### src/rtl/lrt_pkg.sv
package lrt_pkg;

    localparam int BYTE_W   = 8;
    localparam int REG_W    = 2 * BYTE_W;
    localparam int NUM_REGS = 10;
    localparam int NUM_WIN  = 4;

    // compare value slots
    localparam int IDX_HDISP_OPEN  = 0;
    localparam int IDX_HDISP_CLOSE = 1;
    localparam int IDX_VDISP_OPEN  = 2;
    localparam int IDX_VDISP_CLOSE = 3;
    localparam int IDX_LINE_END    = 4;
    localparam int IDX_HSYNC_OPEN  = 5;
    localparam int IDX_HSYNC_CLOSE = 6;
    localparam int IDX_FRAME_END   = 7;
    localparam int IDX_VSYNC_OPEN  = 8;
    localparam int IDX_VSYNC_CLOSE = 9;

    // window trackers
    localparam int WIN_HDISP = 0;
    localparam int WIN_HSYNC = 1;
    localparam int WIN_VDISP = 2;
    localparam int WIN_VSYNC = 3;

    typedef enum logic {
        WIN_OUT = 1'b0,
        WIN_IN  = 1'b1
    } win_state_t;

    // address of the high byte of a slot; low byte sits one above
    function automatic logic [BYTE_W-1:0] slot_addr(input int idx);
        case (idx)
            IDX_HDISP_OPEN:  slot_addr = 8'h01;
            IDX_HDISP_CLOSE: slot_addr = 8'h03;
            IDX_VDISP_OPEN:  slot_addr = 8'h05;
            IDX_VDISP_CLOSE: slot_addr = 8'h07;
            IDX_LINE_END:    slot_addr = 8'h09;
            IDX_HSYNC_OPEN:  slot_addr = 8'h0B;
            IDX_HSYNC_CLOSE: slot_addr = 8'h0D;
            IDX_FRAME_END:   slot_addr = 8'h11;
            IDX_VSYNC_OPEN:  slot_addr = 8'h13;
            IDX_VSYNC_CLOSE: slot_addr = 8'h15;
            default:         slot_addr = 8'h00;
        endcase
    endfunction

endpackage

### src/rtl/lrt_regfile.sv
module lrt_regfile
    import lrt_pkg::*;
(
    input  logic                             clk_i,
    input  logic                             rst_i,
    input  logic                             wr_en_i,
    input  logic [BYTE_W-1:0]                wr_addr_i,
    input  logic [BYTE_W-1:0]                wr_data_i,
    output logic [NUM_REGS-1:0][REG_W-1:0]   regs_o
);

    logic [BYTE_W-1:0]   pend_q;
    logic [NUM_REGS-1:0] hi_hit;
    logic [NUM_REGS-1:0] lo_hit;

    always_comb begin
        for (int i = 0; i < NUM_REGS; i++) begin
            hi_hit[i] = wr_en_i && (wr_addr_i == slot_addr(i));
            lo_hit[i] = wr_en_i && (wr_addr_i == slot_addr(i) + 8'd1);
        end
    end

    // pending high byte, shared by all slots
    always_ff @(posedge clk_i) begin
        if (rst_i) begin
            pend_q <= '1;
        end else if (|hi_hit) begin
            pend_q <= wr_data_i;
        end
    end

    for (genvar g = 0; g < NUM_REGS; g++) begin : g_slot
        always_ff @(posedge clk_i) begin
            if (rst_i) begin
                regs_o[g] <= '1;
            end else if (lo_hit[g]) begin
                regs_o[g] <= {pend_q, wr_data_i};
            end
        end
    end

endmodule

### src/rtl/lrt_axis.sv
module lrt_axis
    import lrt_pkg::*;
#(
    parameter int              W        = REG_W,
    parameter logic [W-1:0]    TAP_MASK = 16'h8016
) (
    input  logic         clk_i,
    input  logic         rst_i,
    input  logic         step_en_i,
    input  logic [W-1:0] end_state_i,
    output logic [W-1:0] cnt_o,
    output logic [W-1:0] cnt_next_o,
    output logic         at_end_o
);

    localparam logic [W-1:0] SEED = '1;

    logic         fb;
    logic [W-1:0] stepped;

    always_comb begin
        fb         = ^(cnt_o & TAP_MASK);
        stepped    = {cnt_o[W-2:0], fb};
        at_end_o   = (cnt_o == end_state_i);
        if (!step_en_i) begin
            cnt_next_o = cnt_o;
        end else if (at_end_o) begin
            cnt_next_o = SEED;
        end else begin
            cnt_next_o = stepped;
        end
    end

    always_ff @(posedge clk_i) begin
        if (rst_i) begin
            cnt_o <= SEED;
        end else begin
            cnt_o <= cnt_next_o;
        end
    end

endmodule

### src/rtl/lrt_window.sv
module lrt_window
    import lrt_pkg::*;
#(
    parameter int W = REG_W
) (
    input  logic         clk_i,
    input  logic         rst_i,
    input  logic         step_en_i,
    input  logic [W-1:0] next_cnt_i,
    input  logic [W-1:0] open_i,
    input  logic [W-1:0] close_i,
    output logic         in_o,
    output logic         in_next_o
);

    win_state_t state_q, state_d;
    logic       hit_open, hit_close;

    always_comb begin
        hit_open  = step_en_i && (next_cnt_i == open_i);
        hit_close = step_en_i && (next_cnt_i == close_i);
        state_d   = state_q;
        unique case (state_q)
            WIN_OUT: if (hit_open && !hit_close) state_d = WIN_IN;
            WIN_IN:  if (hit_close)              state_d = WIN_OUT;
        endcase
    end

    always_ff @(posedge clk_i) begin
        if (rst_i) begin
            state_q <= WIN_OUT;
        end else begin
            state_q <= state_d;
        end
    end

    always_comb begin
        in_o      = (state_q == WIN_IN);
        in_next_o = (state_d == WIN_IN);
    end

endmodule

### src/rtl/lfsr_raster_timer.sv
module lfsr_raster_timer
    import lrt_pkg::*;
#(
    parameter logic [REG_W-1:0] TAP_MASK = 16'h8016
) (
    input  logic              clk_i,
    input  logic              rst_i,
    input  logic              blank_i,
    input  logic              wr_en_i,
    input  logic [BYTE_W-1:0] wr_addr_i,
    input  logic [BYTE_W-1:0] wr_data_i,
    output logic              hsync_o,
    output logic              vsync_o,
    output logic              de_o,
    output logic              line_start_o,
    output logic              frame_start_o
);

    localparam logic [REG_W-1:0] SEED = '1;

    logic [NUM_REGS-1:0][REG_W-1:0] regs;
    logic [REG_W-1:0] h_cnt, h_next, v_cnt, v_next;
    logic [REG_W-1:0] xend_state, yend_state;
    logic             h_end, v_end;

    logic [NUM_WIN-1:0]            win_step, win_q, win_d;
    logic [NUM_WIN-1:0][REG_W-1:0] win_cnt, win_open, win_close;
    logic                          hdisp_on, vdisp_on;

    lrt_regfile u_regs (
        .clk_i     (clk_i),
        .rst_i     (rst_i),
        .wr_en_i   (wr_en_i),
        .wr_addr_i (wr_addr_i),
        .wr_data_i (wr_data_i),
        .regs_o    (regs)
    );

    assign xend_state = regs[IDX_LINE_END];
    assign yend_state = regs[IDX_FRAME_END];

    lrt_axis #(.W(REG_W), .TAP_MASK(TAP_MASK)) u_hcnt (
        .clk_i       (clk_i),
        .rst_i       (rst_i),
        .step_en_i   (1'b1),
        .end_state_i (xend_state),
        .cnt_o       (h_cnt),
        .cnt_next_o  (h_next),
        .at_end_o    (h_end)
    );

    lrt_axis #(.W(REG_W), .TAP_MASK(TAP_MASK)) u_vcnt (
        .clk_i       (clk_i),
        .rst_i       (rst_i),
        .step_en_i   (h_end),
        .end_state_i (yend_state),
        .cnt_o       (v_cnt),
        .cnt_next_o  (v_next),
        .at_end_o    (v_end)
    );

    always_comb begin
        win_step[WIN_HDISP]  = 1'b1;
        win_cnt[WIN_HDISP]   = h_next;
        win_open[WIN_HDISP]  = regs[IDX_HDISP_OPEN];
        win_close[WIN_HDISP] = regs[IDX_HDISP_CLOSE];

        win_step[WIN_HSYNC]  = 1'b1;
        win_cnt[WIN_HSYNC]   = h_next;
        win_open[WIN_HSYNC]  = regs[IDX_HSYNC_OPEN];
        win_close[WIN_HSYNC] = regs[IDX_HSYNC_CLOSE];

        win_step[WIN_VDISP]  = h_end;
        win_cnt[WIN_VDISP]   = v_next;
        win_open[WIN_VDISP]  = regs[IDX_VDISP_OPEN];
        win_close[WIN_VDISP] = regs[IDX_VDISP_CLOSE];

        win_step[WIN_VSYNC]  = h_end;
        win_cnt[WIN_VSYNC]   = v_next;
        win_open[WIN_VSYNC]  = regs[IDX_VSYNC_OPEN];
        win_close[WIN_VSYNC] = regs[IDX_VSYNC_CLOSE];
    end

    for (genvar g = 0; g < NUM_WIN; g++) begin : g_win
        lrt_window #(.W(REG_W)) u_win (
            .clk_i      (clk_i),
            .rst_i      (rst_i),
            .step_en_i  (win_step[g]),
            .next_cnt_i (win_cnt[g]),
            .open_i     (win_open[g]),
            .close_i    (win_close[g]),
            .in_o       (win_q[g]),
            .in_next_o  (win_d[g])
        );
    end

    assign hdisp_on = win_q[WIN_HDISP];
    assign vdisp_on = win_q[WIN_VDISP];
    assign hsync_o  = win_q[WIN_HSYNC];
    assign vsync_o  = win_q[WIN_VSYNC];

    always_ff @(posedge clk_i) begin
        if (rst_i) begin
            de_o          <= 1'b0;
            line_start_o  <= 1'b0;
            frame_start_o <= 1'b0;
        end else begin
            de_o          <= win_d[WIN_HDISP] && win_d[WIN_VDISP] && !blank_i;
            line_start_o  <= (h_next == SEED);
            frame_start_o <= (h_next == SEED) && (v_next == SEED);
        end
    end

endmodule

### config.mk
export PLATFORM = sky130hd
export DESIGN_NAME = lfsr_raster_timer
export DESIGN_NICKNAME = d
export VERILOG_FILES = /design/src/rtl/lrt_pkg.sv /design/src/rtl/lrt_regfile.sv /design/src/rtl/lrt_axis.sv /design/src/rtl/lrt_window.sv /design/src/rtl/lfsr_raster_timer.sv
export SDC_FILE = /design/constraint.sdc
export NUM_CORES = 1
export LEC_CHECK = 0
export BUFFER_PORTS_ARGS = -buffer_cell sky130_fd_sc_hd__buf_2
export CAP_MARGIN = 0
export CORE_ASPECT_RATIO = 1.5
export CORE_MARGIN = 2
export CORE_UTILIZATION = 25
export CTS_BUF_LIST = sky130_fd_sc_hd__clkbuf_8
export DETAILED_ROUTE_END_ITERATION = 8
export REMOVE_ABC_BUFFERS = 1
export SLEW_MARGIN = 20
export SYNTH_ARGS = -nofsm -noshare
export SYNTH_HDL_FRONTEND = slang
export SYNTH_HIERARCHICAL = 1
export SYNTH_SLANG_ARGS = --single-unit
### constraint.sdc
create_clock -name clk_i -period 4.4 [get_ports clk_i]
set_input_delay 0.88 -clock clk_i [delete_from_list [all_inputs] [get_ports clk_i]]
set_output_delay 0.88 -clock clk_i [all_outputs]
set_load 0.005 [all_outputs]
Word level (Yosys, flattened, before mapping) --
Index checks and enable logic that the tools add are counted.
Word-level totals: bits in registers 207, bits of input ports 20
Operators by class: eq/ne operators 32, mux-type cells 15, bitwise logic cells 4, reductions and logical operators 39
Operators with widths (number):
- $eq A16 B16 Y1 | 10
- $eq A8 B4 Y1 const B | 7
- $eq A8 B5 Y1 const B | 6
- $mux W16 | 3
- $eq A16 B16 Y1 const B | 2
- $eq A8 B3 Y1 const B | 4
- $reduce_xor A16 Y1 | 2
- $logic_and A1 B1 Y1 | 31
- $eq A8 B2 Y1 const B | 2
- $reduce_or A10 Y1 | 1
- $eq A8 B1 Y1 const B | 1
- $mux W1 | 8
- $pmux W1 S2 | 4
- $logic_not A1 Y1 | 5
- $not A1 Y1 | 4

Depth between registers and ports, before layout --
Gate-level depths: netlist of the first run.
word-level depth 11, depth in mapped cells 16, gate-level depth less buffers 13

By module --
Netlist of the first run, hierarchy kept.
By module, submodules not included:
- lrt_regfile | times used 1, cells an instance 581, area each 6138.4 um2, sequential area each 3363.2 um2
- lrt_axis | times used 2, cells an instance 134, area each 1171.1 um2, sequential area each 320.3 um2
- lrt_window | times used 4, cells an instance 47, area each 391.6 um2, sequential area each 20.0 um2
- lfsr_raster_timer | times used 1, cells an instance 19, area each 176.4 um2, sequential area each 60.1 um2

Worst setup path after synthesis of the first run --
OpenSTA, ideal clock, no wires.
path type reg2reg, start point reg u_hcnt.cnt_o[1], end point reg de_o, setup time 78 ps, arrival time 3197 ps, data required time 4322 ps, path slack 1125 ps, cell stages (with the launch flop) 17, path buffers 3, cell sequence dfxtp_1 > xor2_1 > nor4_2 > nand4_2 > buf_6 > inv_2 > buf_1 > clkbuf_1 > nor2_1 > a31oi_1 > xnor2_1 > nand4_1 > nor4_1 > a31oi_1 > nor2_1 > nand2_1 > nor3_1
On the way: longest elaborated chain between the ends 10, elaborated cells between the ends (all ways) 22
RTL lines:
- start, declared | RTL line lrt_axis.sv:11 | output logic [W-1:0] cnt_o,
- start signal, assigned | RTL line lrt_axis.sv:38 | cnt_o <= cnt_next_o;
- $eq A16 B16 Y1 * | RTL line lrt_axis.sv:24 | at_end_o = (cnt_o == end_state_i);
- via h_end | RTL line lfsr_raster_timer.sv:24 | logic h_end, v_end;
- $mux W16 * | RTL line lrt_axis.sv:25 | if (!step_en_i) begin
- via v_next[4] | RTL line lfsr_raster_timer.sv:22 | logic [REG_W-1:0] h_cnt, h_next, v_cnt, v_next;
- $eq A16 B16 Y1 | RTL line lrt_window.sv:21 | hit_close = step_en_i && (next_cnt_i == close_i);
- $logic_and A1 B1 Y1 | RTL line lrt_window.sv:21
- $logic_not A1 Y1 | RTL line lrt_window.sv:24 | WIN_OUT: if (hit_open && !hit_close) state_d = WIN_IN;
- $logic_and A1 B1 Y1 | RTL line lrt_window.sv:24
- $mux W1 | RTL line lrt_window.sv:24
- $pmux W1 S2 * | RTL line lrt_window.sv:23 | unique case (state_q)
- via win_d[2] | RTL line lfsr_raster_timer.sv:26 | logic [NUM_WIN-1:0] win_step, win_q, win_d;
- $logic_and A1 B1 Y1 * (2 in series) | RTL line lfsr_raster_timer.sv:108 | de_o <= win_d[WIN_HDISP] && win_d[WIN_VDISP] && !blank_i;
- end signal, assigned | RTL line lfsr_raster_timer.sv:108
- end, declared | RTL line lfsr_raster_timer.sv:14 | output logic de_o,
The timed path passes the listed nets; every way through them passes the cells marked *. A chain may end at the register's enable or synchronous reset.

Final worst setup path of the first run --
start point reg u_hcnt.cnt_o[7], end point reg g_win[3].u_win.state_q
On the way: longest elaborated chain between the ends 8, elaborated cells between the ends (all ways) 11
RTL lines:
- $eq A16 B16 Y1 * | RTL line lrt_axis.sv:24
- via h_end | RTL line lfsr_raster_timer.sv:24
- $mux W16 * | RTL line lrt_axis.sv:25
- via v_next[7] | RTL line lfsr_raster_timer.sv:22
- $eq A16 B16 Y1 | RTL line lrt_window.sv:21
- $logic_and A1 B1 Y1 | RTL line lrt_window.sv:21
- $logic_not A1 Y1 | RTL line lrt_window.sv:24
- $logic_and A1 B1 Y1 | RTL line lrt_window.sv:24
- $mux W1 | RTL line lrt_window.sv:24
- $pmux W1 S2 * | RTL line lrt_window.sv:23
- end signal, assigned | RTL line lrt_window.sv:33 | state_q <= state_d;
- end, declared | RTL line lrt_window.sv:16 | win_state_t state_q, state_d;
Marked as above.

==> out/summary.txt, run 1 <==
Buffer type at the clock tree root: sky130_fd_sc_hd__clkbuf_8
Post-detailed-route wirelength per cell: 17.7 um
Comb pwr share: 3.6%
Clock latency of the later-clocked register in the worst-skew pair: 0.54 ns
RePlAce Congestion: 0.898
Critical path depth in cells: 11
Wire length of the first global-routing pass: 43.6 mm
Total Die Area: 42500 um2
Cell depth of the worst min-delay path: 2
Maximum number of pins on one net before global-route repair: 105
Relative contribution of the clock network to total power: 47.0%
Residual DRC count: 0
Cell family with the largest share of critical-path delay: simple AND/OR/NAND/NOR gates
Final Worst Setup Slack: 0.836 ns
Arrival time reported for the critical path endpoint: 3.97 ns
Max Buffers Root-to-Sink: 3
Final Routed Wirelength: 28.2 mm
Sequence of cells on the critical path: xor2_1 -> nor4_1 -> nand4_2 -> inv_2 -> nor2_1 -> a31oi_1 -> xor2_1 -> nor4_1 -> nand4_1 -> nor4_2 -> nor3_2
Fin. max-slew vios: 0
Syn_area_per_cell: 9.70 um2
Post-CTS Hold Fix Bufs: 0
Endpoints failing setup: 0
Detailed router's first-iteration violation count: 350
Number of warnings printed during yosys synthesis: 6
Register-to-Register Path Depth: 11
Outcome: complete, no violations
Internal power: 0.00289 W
Overall track demand over capacity in global routing: 13.3%
Synth Cell Area: 10200 um2
TritonCTS clock tree: yes
Crit. End Element: register
Power after layout: 0.00381 W
Initial antenna violation count: 0
Critical Path Start Type: register
Slew margin rel.: 22.9%
Instance count of the mapped netlist: 1053
TritonCTS buffer count: 36
Maximum level of the CTS H-tree: 2
Layout area overhead: 12.9%
Number of routed nets with antenna violations: 0
Count of pins on the block boundary: 25
Delay of the slowest cell on the worst path: 0.61 ns
Floorplan Core Area: 40300 um2
Min-Delay Path Class: register to register
Count of inserted antenna diode cells: 0
Critical path required time: 4.81 ns
Class of the most critical setup path: register to register
Sink Count: 207
Share of power burned in registers: 49.4%
P_sw: 0.000921 W
Summed area of non-filler cells in the final layout: 11500 um2
Power Density: 330 nW/um2
Post-Route Skew: 0.0217 ns
Clk pin slew, worst setup/hold paths: 0.07 ns
Half-perimeter wire length after detailed placement: 19.7 mm
Number of max-capacitance violations reported: 0
Post-CTS setup buffer count: 0
RSZ-0062 raised after global routing: no
Starting utilization of the core area: 25.3%
Summed negative setup slack over all endpoints: 0 ns
Transition time of the tightest slew-check pin: 1.15 ns
Die span in y: 252 um
Biggest fanout along the worst timing path: 21
Critical R2R Capture: g_win[3].u_win/in_o$_SDFF_PP0_
Total buffers and inverters traversed by the critical path: 1
Worst reg2reg startpoint: u_hcnt/cnt_o[7]$_SDFF_PP1_
Cell with the largest stage delay on the worst path: sky130_fd_sc_hd__a31oi_1
Routed via count: 7464
Post-layout net count: 1087
Total grt overflow: 0
Static leakage: 5.45 nW
Number of vias per cell: 4.67
Highest Clock Rate: 281 MHz
Layout fillers: 4255
DR pass1 iterations: 5
Maximum resistive drop on vdd: 0.151 mV
Utilization after layout: 28.6%
Fraction of final layout cells sized beyond drive strength 1: 15.4%
Final Hold Violating Endpoints: 0
Number of global-route vias before repair: 7664
R2R Setup Slk: 0.84 ns
Rows: 90
Count of input and output buffers: 24
Overall die width: 169 um
Dpl ws: 0.906 ns
Time the worst path needs with I/O delays and setup: 3.56 ns
Launching instance or port of the critical path: u_hcnt/cnt_o[7]$_SDFF_PP1_
Number of gates resized after cts: 0
Critical path capture point: g_win[3].u_win/in_o$_SDFF_PP0_
Final clock period utilization by the worst path: 81.0%
Switching Fraction: 24.2%
Standard cell area after detailed placement: 10800 um2
[sequential cells by signal (all words and copies together), names as in the netlist]
| register | flops |
|---|---|
| de_o | 1 |
| u_vcnt/cnt_o | 16 |
| g_win.u_win/in_o | 4 |
| u_regs/pend_q | 8 |
| u_hcnt/cnt_o | 16 |
| line_start_o | 1 |
| u_regs/regs_o | 160 |
| frame_start_o | 1 |
[per-stage QoR]
step / hold WS [ns] / std cells
CTS: 0.511 / 1598
finish: 0.528 / 1598
global route: 0.509 / 1598
global placement: 0.498 / 1535
floorplan: 0.499 / 984
detailed placement: 0.505 / 1535
[power by group through the flow]
| stage | Sequential (W) | Clock [W] | Combinational (W) |
|---|---|---|---|
| 2_1_floorplan | 0.00192 | 0 | 0.0000581 |
| 3_3_place_gp | 0.00192 | 0 | 0.000132 |
| 3_5_place_dp | 0.00192 | 0 | 0.000134 |
| 4_1_cts | 0.00188 | 0.00183 | 0.000134 |
| 5_1_grt | 0.00188 | 0.00192 | 0.000146 |
| 6_report | 0.00188 | 0.00179 | 0.000136 |
[area by class of cell]
| cell class | count | area [um2] | area share (%) |
|---|---|---|---|
| Multi-Input combinational cell | 744 | 5610 | 48.6 |
| Sequential cell | 207 | 4140 | 35.9 |
| Clock buffer | 48 | 661 | 5.73 |
| Tap cell | 506 | 633 | 5.49 |
| Timing Repair Buffer | 45 | 297 | 2.57 |
| Inverter | 33 | 124 | 1.07 |
| Clock inverter | 15 | 70.1 | 0.608 |
[layout by cell type, fill, tap and decap left out, types with 2 or more instances in the layout]
cell type,n
sky130_fd_sc_hd__a31oi_1,34
sky130_fd_sc_hd__a31oi_2,2
sky130_fd_sc_hd__a41oi_1,6
sky130_fd_sc_hd__a41oi_2,26
sky130_fd_sc_hd__and3_1,3
sky130_fd_sc_hd__and3b_1,2
sky130_fd_sc_hd__buf_2,23
sky130_fd_sc_hd__buf_4,20
sky130_fd_sc_hd__clkbuf_8,48
sky130_fd_sc_hd__clkinv_2,7
sky130_fd_sc_hd__conb_1,5
sky130_fd_sc_hd__dfxtp_1,207
sky130_fd_sc_hd__inv_1,39
sky130_fd_sc_hd__mux2i_1,168
sky130_fd_sc_hd__nand2_1,7
sky130_fd_sc_hd__nand3_1,4
sky130_fd_sc_hd__nand3_2,10
sky130_fd_sc_hd__nand4_1,31
sky130_fd_sc_hd__nand4_2,2
sky130_fd_sc_hd__nor2_1,204
sky130_fd_sc_hd__nor2_2,7
sky130_fd_sc_hd__nor3_1,33
sky130_fd_sc_hd__nor3_2,4
sky130_fd_sc_hd__nor4_1,11
sky130_fd_sc_hd__nor4_2,9
sky130_fd_sc_hd__nor4_4,3
sky130_fd_sc_hd__xnor2_1,114
sky130_fd_sc_hd__xor2_1,52
[tightest hold or removal path: stages (launching register included)]
cell and delay (ns):
sky130_fd_sc_hd__dfxtp_1 0.31, sky130_fd_sc_hd__nor2_1 0.06, sky130_fd_sc_hd__mux2i_1 0.12
[metal layers]
layer | vias up | routed length (um) | global-route usage [%]
li1 | 3648 | - | -
met1 | 3640 | 10700 | 13.6
met2 | 114 | 15700 | 26.1
met3 | 62 | 811 | 1.99
met4 | 0 | 1020 | 5.81
met5 | - | 0 | 0
[worst min-delay path by stage]
stage                                    from                             end  slack, ns
2_1_floorplan  g_win[0].u_win/in_o$_SDFF_PP0_  g_win[0].u_win/in_o$_SDFF_PP0_       0.50
3_3_place_gp    u_regs/pend_q[3]$_SDFFE_PP1P_  u_regs/regs_o[27]$_SDFFE_PP1P_       0.50
3_5_place_dp    u_regs/pend_q[3]$_SDFFE_PP1P_  u_regs/regs_o[27]$_SDFFE_PP1P_       0.51
4_1_cts                               blank_i                 de_o$_SDFF_PP0_       0.51
5_1_grt                               blank_i                 de_o$_SDFF_PP0_       0.51
6_report        u_regs/pend_q[3]$_SDFFE_PP1P_  u_regs/regs_o[27]$_SDFFE_PP1P_       0.53
(Power assumes the default switching activity.)
==> run 2: changes to the inputs <==
--- a/config.mk
+++ b/config.mk
@@ -5,6 +5,7 @@
 export SDC_FILE = /design/constraint.sdc
 export NUM_CORES = 1
 export LEC_CHECK = 0
+export ABC_AREA = 1
 export BUFFER_PORTS_ARGS = -buffer_cell sky130_fd_sc_hd__buf_2
 export CAP_MARGIN = 0
 export CORE_ASPECT_RATIO = 1.5
==> constraint.sdc (replaced) <==
create_clock -name clk_i -period 3.55 [get_ports clk_i]
set_input_delay 0.71 -clock clk_i [delete_from_list [all_inputs] [get_ports clk_i]]
set_output_delay 0.71 -clock clk_i [all_outputs]
set_load 0.005 [all_outputs]
==> out/summary.txt, run 2 <==
Outcome: complete, no violations
Highest Clock Rate: 346 MHz (+23%)
Power Density: 396 nW/um2 (+20%)
Number of vias per cell: 4.55 (-2.5%)
M2 GR Usage: 28.9% (+2.8 points)
Summed negative setup slack over all endpoints: 0 ns (unchanged)
Clk pin slew, worst setup/hold paths: 0.06 ns (about the same)
DR pass1 iterations: 5 (unchanged)
Layout Cells excl Fill: 2394 (+50%)
Syn_area_per_cell: 6.19 um2 (-36%)
Residual DRC count: 0 (unchanged)
Fin. max-slew vios: 0 (unchanged)
Maximum resistive drop on vdd: 0.270 mV (+78%)
Count of input and output buffers: 24 (unchanged)
Die span in y: 262 um (+4.1%)
Sequence of cells on the critical path: inv_2 -> nand2_1 -> nand2_1 -> nor2_1 -> nand2_1 -> nor2_1 -> nand2_2 -> inv_1 -> buf_4 -> nand2_1 -> nor2_1 -> nand2_1 -> nand2_1 -> inv_1 -> nand2_1 -> nand2_1 -> nor2_1 -> nand3_1 -> nor2_1 -> nand3_1 -> nand2_2 -> nor2_2
Area used by multi-input combinational logic: 5620 um2 (+0.20%)
Worst reg2reg startpoint: u_hcnt/cnt_o[15]$_SDFF_PP1_
Standard cell area after detailed placement: 11700 um2 (+8.3%)
Min-Delay Path Class: input pin to register
Final Routed Wirelength: 36.6 mm (+30%)
Layout fillers: 4915 (+16%)
Biggest fanout along the worst timing path: 21 (unchanged)
Overall track demand over capacity in global routing: 16.1% (+2.8 points)
Leading cell types in the layout, fill and taps excluded: sky130_fd_sc_hd__nand2_1 (616), sky130_fd_sc_hd__nand3_1 (294), sky130_fd_sc_hd__inv_1 (217)
Instance count of the mapped netlist: 1789 (+70%)
Largest registers: u_regs/regs_o x160, u_hcnt/cnt_o x16, u_vcnt/cnt_o x16
Post-CTS Hold Fix Bufs: 0 (unchanged)
Count of pins on the block boundary: 25 (unchanged)
Rows: 94 (+4.4%)
Initial antenna violation count: 1 (+1)
Power after layout: 0.00493 W (+30%)
Post-CTS setup buffer count: 0 (unchanged)
Clock latency of the later-clocked register in the worst-skew pair: 0.56 ns (+0.02 ns)
Buffer type at the clock tree root: sky130_fd_sc_hd__clkbuf_8
Total buffers and inverters traversed by the critical path: 4 (+3)
Most common cell after layout, fill and taps aside: sky130_fd_sc_hd__nand2_1
Overall die width: 176 um (+4.0%)
Transition time of the tightest slew-check pin: 0.858 ns (-0.294 ns)
Met1 capacity usage during global routing: 17.0% (+3.4 points)
Number of flip-flops in the largest register: 160 (unchanged)
Number of global-route vias before repair: 10600 (+38%)
Slew margin rel.: 42.7% (+20 points)
Post-layout net count: 1811 (+67%)
Synth Cell Area: 11100 um2 (+8.4%)
Cell with the largest stage delay on the worst path: sky130_fd_sc_hd__dfxtp_1
Starting utilization of the core area: 25.3% (-0.026 points)
Crit. End Element: register
Worst Hold Path EP: de_o$_SDFF_PP0_
R2R Setup Slk: 0.66 ns (-0.18 ns)
RePlAce Congestion: 0.913 (+1.8%)
Max Buffers Root-to-Sink: 3 (unchanged)
Maximum level of the CTS H-tree: 2 (unchanged)
TritonCTS clock tree: yes
Sink Count: 207 (unchanged)
Time the worst path needs with I/O delays and setup: 2.89 ns (-0.671 ns)
Most common cell on crit path: sky130_fd_sc_hd__nand2_1
Placed cell count: 2329 (+52%)
Biggest register: u_regs/regs_o
Half-perimeter wire length after detailed placement: 25.5 mm (+29%)
Maximum number of pins on one net before global-route repair: 69 (-34%)
Final Hold Violating Endpoints: 0 (unchanged)
Delay of the slowest cell on the worst path: 0.39 ns (-0.22 ns)
Routed via count: 10900 (+46%)
Number of max-capacitance violations reported: 0 (unchanged)
Global routing met3 resource utilization: 2.37% (+0.38 points)
Layout area overhead: 12.4%
RSZ-0062 raised after global routing: no
Number of warnings printed during yosys synthesis: 6 (unchanged)
Floorplan Core Area: 43800 um2 (+8.5%)
Number of gates resized after cts: 0 (unchanged)
Critical path required time: 3.99 ns (-0.82 ns)
Critical R2R Capture: g_win[3].u_win/in_o$_SDFF_PP0_
TritonCTS buffer count: 36 (unchanged)
Most crowded layer after global routing: met2
Static leakage: 7.17 nW (+32%)
Cell family with the largest share of critical-path delay: simple AND/OR/NAND/NOR gates
Total grt overflow: 0 (unchanged)
Summed area of non-filler cells in the final layout: 12400 um2 (+7.9%)
Post-Route Skew: 0.0268 ns (+0.00514 ns)
Total area of sequential cells: 4140 um2 (unchanged)
Final clock period utilization by the worst path: 81.5% (+0.48 points)
Total Die Area: 46000 um2 (+8.2%)
Source of the worst hold timing path: blank_i
Cell depth of the worst min-delay path: 2 (unchanged)
Class of the most critical setup path: register to register
Fraction of final layout cells sized beyond drive strength 1: 10.2% (-5.1 points)
Wire length of the first global-routing pass: 57.6 mm (+32%)
Arrival time reported for the critical path endpoint: 3.33 ns (-0.64 ns)
Register-to-Register Path Depth: 22 (+11)
Post-detailed-route wirelength per cell: 15.3 um (-14%)
Number of routed nets with antenna violations: 0 (unchanged)
Critical Path Start Type: register
Endpoints failing setup: 0 (unchanged)
Detailed router's first-iteration violation count: 697 (+99%)
-- run 2: layer usage --
metal,up-vias,wire length (um),part of all wire (%)
met5,-,0,0
met2,316,18100,50
met1,4947,13900,38
li1,5489,-,-
met3,146,1780,4.9
met4,0,2770,7.6
-- run 2: report_power, final --
group | total (W) | switching, W | internal, W
logic | 0.000274 | 0.000212 | 0.0000619
clock network | 0.00231 | 0.00103 | 0.00128
registers | 0.00235 | 0.0000148 | 0.00234
total | 0.00493 | 0.00126 | 0.00367
-- run 2: how the worst max path moves through the flow --
stage          slack, ns  cells after the start                         from                        endpoint
2_1_floorplan      -0.19                      2                        rst_i   u_regs/pend_q[0]$_SDFFE_PP1P_
3_3_place_gp        0.67                     22  u_hcnt/cnt_o[15]$_SDFF_PP1_  g_win[3].u_win/in_o$_SDFF_PP0_
3_5_place_dp        0.70                     22  u_hcnt/cnt_o[15]$_SDFF_PP1_  g_win[3].u_win/in_o$_SDFF_PP0_
4_1_cts             0.71                     22  u_hcnt/cnt_o[15]$_SDFF_PP1_  g_win[3].u_win/in_o$_SDFF_PP0_
5_1_grt             0.34                     22   u_hcnt/cnt_o[4]$_SDFF_PP1_  g_win[3].u_win/in_o$_SDFF_PP0_
6_report            0.66                     22  u_hcnt/cnt_o[15]$_SDFF_PP1_  g_win[3].u_win/in_o$_SDFF_PP0_
-- run 2: worst register-to-register path, stage by stage (launching register included) --
cell,delay [ns]
sky130_fd_sc_hd__dfxtp_1,0.39
sky130_fd_sc_hd__inv_2,0.04
sky130_fd_sc_hd__nand2_1,0.05
sky130_fd_sc_hd__nand2_1,0.05
sky130_fd_sc_hd__nor2_1,0.11
sky130_fd_sc_hd__nand2_1,0.06
sky130_fd_sc_hd__nor2_1,0.19
sky130_fd_sc_hd__nand2_2,0.09
sky130_fd_sc_hd__inv_1,0.12
sky130_fd_sc_hd__buf_4,0.27
sky130_fd_sc_hd__nand2_1,0.08
sky130_fd_sc_hd__nor2_1,0.08
sky130_fd_sc_hd__nand2_1,0.06
sky130_fd_sc_hd__nand2_1,0.09
sky130_fd_sc_hd__inv_1,0.20
sky130_fd_sc_hd__nand2_1,0.15
sky130_fd_sc_hd__nand2_1,0.06
sky130_fd_sc_hd__nor2_1,0.15
sky130_fd_sc_hd__nand3_1,0.09
sky130_fd_sc_hd__nor2_1,0.22
sky130_fd_sc_hd__nand3_1,0.14
sky130_fd_sc_hd__nand2_2,0.09
sky130_fd_sc_hd__nor2_2,0.03
-- run 2: cell type report --
class	instances	area share, %
Multi-Input combinational cell	1253	45.1
Sequential cell	207	33.3
Inverter	256	7.76
Tap cell	576	5.79
Clock buffer	48	5.31
Timing Repair Buffer	37	1.95
Clock inverter	16	0.764
Antenna cell	1	0.0201
-- run 2: stage by stage --
stage          setup slack, ns  hold slack, ns  utilization, %
2_1_floorplan           -0.190           0.429               -
3_3_place_gp             0.674           0.443            26.7
3_5_place_dp             0.701           0.445            26.7
4_1_cts                  0.708           0.337            28.4
5_1_grt                  0.343           0.328            28.5
6_report                 0.657           0.344            28.5
==> run 3: changes to the inputs <==
--- a/config.mk
+++ b/config.mk
@@ -5,7 +5,7 @@
 export SDC_FILE = /design/constraint.sdc
 export NUM_CORES = 1
 export LEC_CHECK = 0
-export ABC_AREA = 1
+export ABC_AREA = 0
 export BUFFER_PORTS_ARGS = -buffer_cell sky130_fd_sc_hd__buf_2
 export CAP_MARGIN = 0
 export CORE_ASPECT_RATIO = 1.5
==> constraint.sdc (replaced) <==
create_clock -name clk_i -period 2.7 [get_ports clk_i]
set_input_delay 0.54 -clock clk_i [delete_from_list [all_inputs] [get_ports clk_i]]
set_output_delay 0.54 -clock clk_i [all_outputs]
set_load 0.005 [all_outputs]
==> out/summary.txt, run 3 (synthesis results as in run 1) <==
Number of vias per cell: 4.67 (+2.6%)
Standard cell area after detailed placement: 11800 um2 (+1.1%)
Maximum number of pins on one net before global-route repair: 65 (-5.8%)
Final Worst Setup Slack: -0.342 ns (-0.999 ns)
Summed negative setup slack over all endpoints: -1.39 ns (-1.39 ns)
Maximum resistive drop on vdd: 0.203 mV (-25%)
Die span in y: 252 um (-3.9%)
Highest Clock Rate: 329 MHz (-4.9%)
Clk pin slew, worst setup/hold paths: 0.06 ns (about the same)
Critical Path Start Type: register
Detailed router's first-iteration violation count: 360 (-48%)
Time the worst path needs with I/O delays and setup: 3.04 ns (+0.149 ns)
Maximum level of the CTS H-tree: 2 (unchanged)
Violated checks: setup timing
Min-Delay Path Class: input pin to register
Overall die width: 169 um (-3.9%)
Cell with the largest stage delay on the worst path: sky130_fd_sc_hd__nor4_4
Final Routed Wirelength: 31.0 mm (-15%)
Residual DRC count: 0 (unchanged)
Number of max-capacitance violations reported: 0 (unchanged)
Post-detailed-route wirelength per cell: 17.8 um (+16%)
Critical path required time: 3.16 ns (-0.83 ns)
Initial antenna violation count: 0 (-1)
Leading cell types in the layout, fill and taps excluded: sky130_fd_sc_hd__nor2_1 (206), sky130_fd_sc_hd__dfxtp_1 (204), sky130_fd_sc_hd__mux2i_1 (168)
Post-Route Skew: 0.0284 ns (+0.00154 ns)
Overall track demand over capacity in global routing: 14.3% (-1.8 points)
Layout fillers: 4076 (-17%)
Number of routed nets with antenna violations: 0 (unchanged)
Number of flip-flops in the largest register: 160 (unchanged)
Half-perimeter wire length after detailed placement: 22.1 mm (-13%)
Biggest register: u_regs/regs_o
Biggest fanout along the worst timing path: 4 (-81%)
TritonCTS buffer count: 36 (unchanged)
DR pass1 iterations: 4 (-1)
Transition time of the tightest slew-check pin: 1.09 ns (+0.236 ns)
Final Hold Violating Endpoints: 0 (unchanged)
Endpoints failing setup: 7 (+7)
Count of pins on the block boundary: 25 (unchanged)
Fraction of final layout cells sized beyond drive strength 1: 27.9% (+18 points)
RSZ-0062 raised after global routing: yes
Floorplan Core Area: 40300 um2 (-7.9%)
Count of input and output buffers: 24 (unchanged)
Total grt overflow: 0 (unchanged)
Number of global-route vias before repair: 8425 (-20%)
Most common cell after layout, fill and taps aside: sky130_fd_sc_hd__nor2_1
Rows: 90 (-4.3%)
Sequence of cells on the critical path: xor2_1 -> nor4_4 -> nand4_4 -> buf_12 -> buf_12 -> a31oi_1 -> buf_4 -> xnor2_1 -> nand4_1 -> nor4_4 -> a31oi_2 -> nor2_2 -> nand2_1 -> nor3_2
Fin. max-slew vios: 0 (unchanged)
Starting utilization of the core area: 25.3% (+0.026 points)
TritonCTS clock tree: yes
Static leakage: 6.25 nW (-13%)
Summed area of non-filler cells in the final layout: 13200 um2 (+5.9%)
Buffer type at the clock tree root: sky130_fd_sc_hd__clkbuf_8
Post-layout net count: 1238 (-32%)
Delay of the slowest cell on the worst path: 0.41 ns (+0.02 ns)
Clock latency of the later-clocked register in the worst-skew pair: 0.54 ns (-0.02 ns)
RePlAce Congestion: 0.902 (-1.2%)
Total Die Area: 42500 um2 (-7.6%)
Outcome: finished with violations
Sink Count: 207 (unchanged)
Max Buffers Root-to-Sink: 3 (unchanged)
Arrival time reported for the critical path endpoint: 3.51 ns (+0.18 ns)
Wire length of the first global-routing pass: 46.9 mm (-19%)
Final clock period utilization by the worst path: 113% (+31 points)
Largest registers: u_regs/regs_o x160, u_hcnt/cnt_o x16, u_vcnt/cnt_o x16
Routed via count: 8149 (-25%)
Utilization after layout: 32.7% (+4.2 points)
Layout area overhead: 29.1%
Power Density: 470 nW/um2 (+19%)
Count of inserted antenna diode cells: 0 (-1)
Slew margin rel.: 26.7% (-16 points)
Crit. End Element: register
Class of the most critical setup path: register to register
[run 3: changes by cell type in the layout (fill, tap and decap cells not counted), sizes merged, moves of 100 or more]
cell   before  now
nand3     297   14
nand2     631    7
inv       268   44
xnor2      14  114
mux2i       0  168
buf        37  194
[run 3: path summary, 6_finish.rpt]
check	start	end	slack, ns	cells after the start
worst max register to register	u_regs/regs_o[71]$_SDFFE_PP1P_	de_o$_SDFF_PP0_	-0.34	14
worst min register to register	u_regs/regs_o[137]$_SDFFE_PP1P_	u_regs/regs_o[137]$_SDFFE_PP1P_	0.53	2
worst max-delay path	u_regs/regs_o[71]$_SDFFE_PP1P_	de_o$_SDFF_PP0_	-0.34	14
worst min-delay path	blank_i	de_o$_SDFF_PP0_	0.19	2
[run 3: where the power goes]
group / internal, W / switching [W]
sequential: 0.00306 / 0.00000375
combinational: 0.0000850 / 0.000195
clock: 0.00156 / 0.00129
[run 3: worst max-delay path: cells and delay by family, from the launching register on]
kind / cells / cell delay (ns)
buffers and inverters: 3 / 0.49
DFF: 1 / 0.32
xor gates and xnor gates: 2 / 0.37
and+or+nand+nor: 7 / 1.46
AOI/OAI and AO/OA: 2 / 0.33
[run 3: timing repair]
action / CTS / global route
setup endpoints to repair: 7 / 7
cloned: 1 / 2
resized for setup: 23 / 55
setup buffers: 1 / 16
pin swaps: 7 / 15
hold buffers: 0 / 0
[run 3: metrics by stage]
stage               setup WS, ns  total power [W]  std cells  hold slack (ns)
global route              -0.463          0.00641       1744            0.180
CTS                       -0.367          0.00623       1726            0.165
detailed placement        -0.908          0.00339       1666            0.518
global placement          -0.897          0.00338       1666            0.510
floorplan                  -1.23          0.00323        984            0.499
finish                    -0.342          0.00619       1744            0.195
[run 3: per-layer routing]
layer / vias to the layer above / GRT usage (%) / share of wire [%]
li1: 3954 / - / -
met1: 3952 / 14.0 / 36
met2: 154 / 27.7 / 55
met3: 89 / 2.26 / 2.7
met4: 0 / 8.69 / 6.2
met5: - / 0 / 0
[run 3: cell type report]
| cell class | instances | area (um2) | area share (%) |
|---|---|---|---|
| multi-input cells | 744 | 5970 | 45.3 |
| flip-flops and latches | 207 | 4150 | 31.5 |
| repair buffers | 196 | 1610 | 12.2 |
| well taps | 506 | 633 | 4.80 |
| clock buffers | 44 | 606 | 4.59 |
| inverters | 33 | 129 | 0.978 |
| clock inverters | 14 | 87.6 | 0.664 |
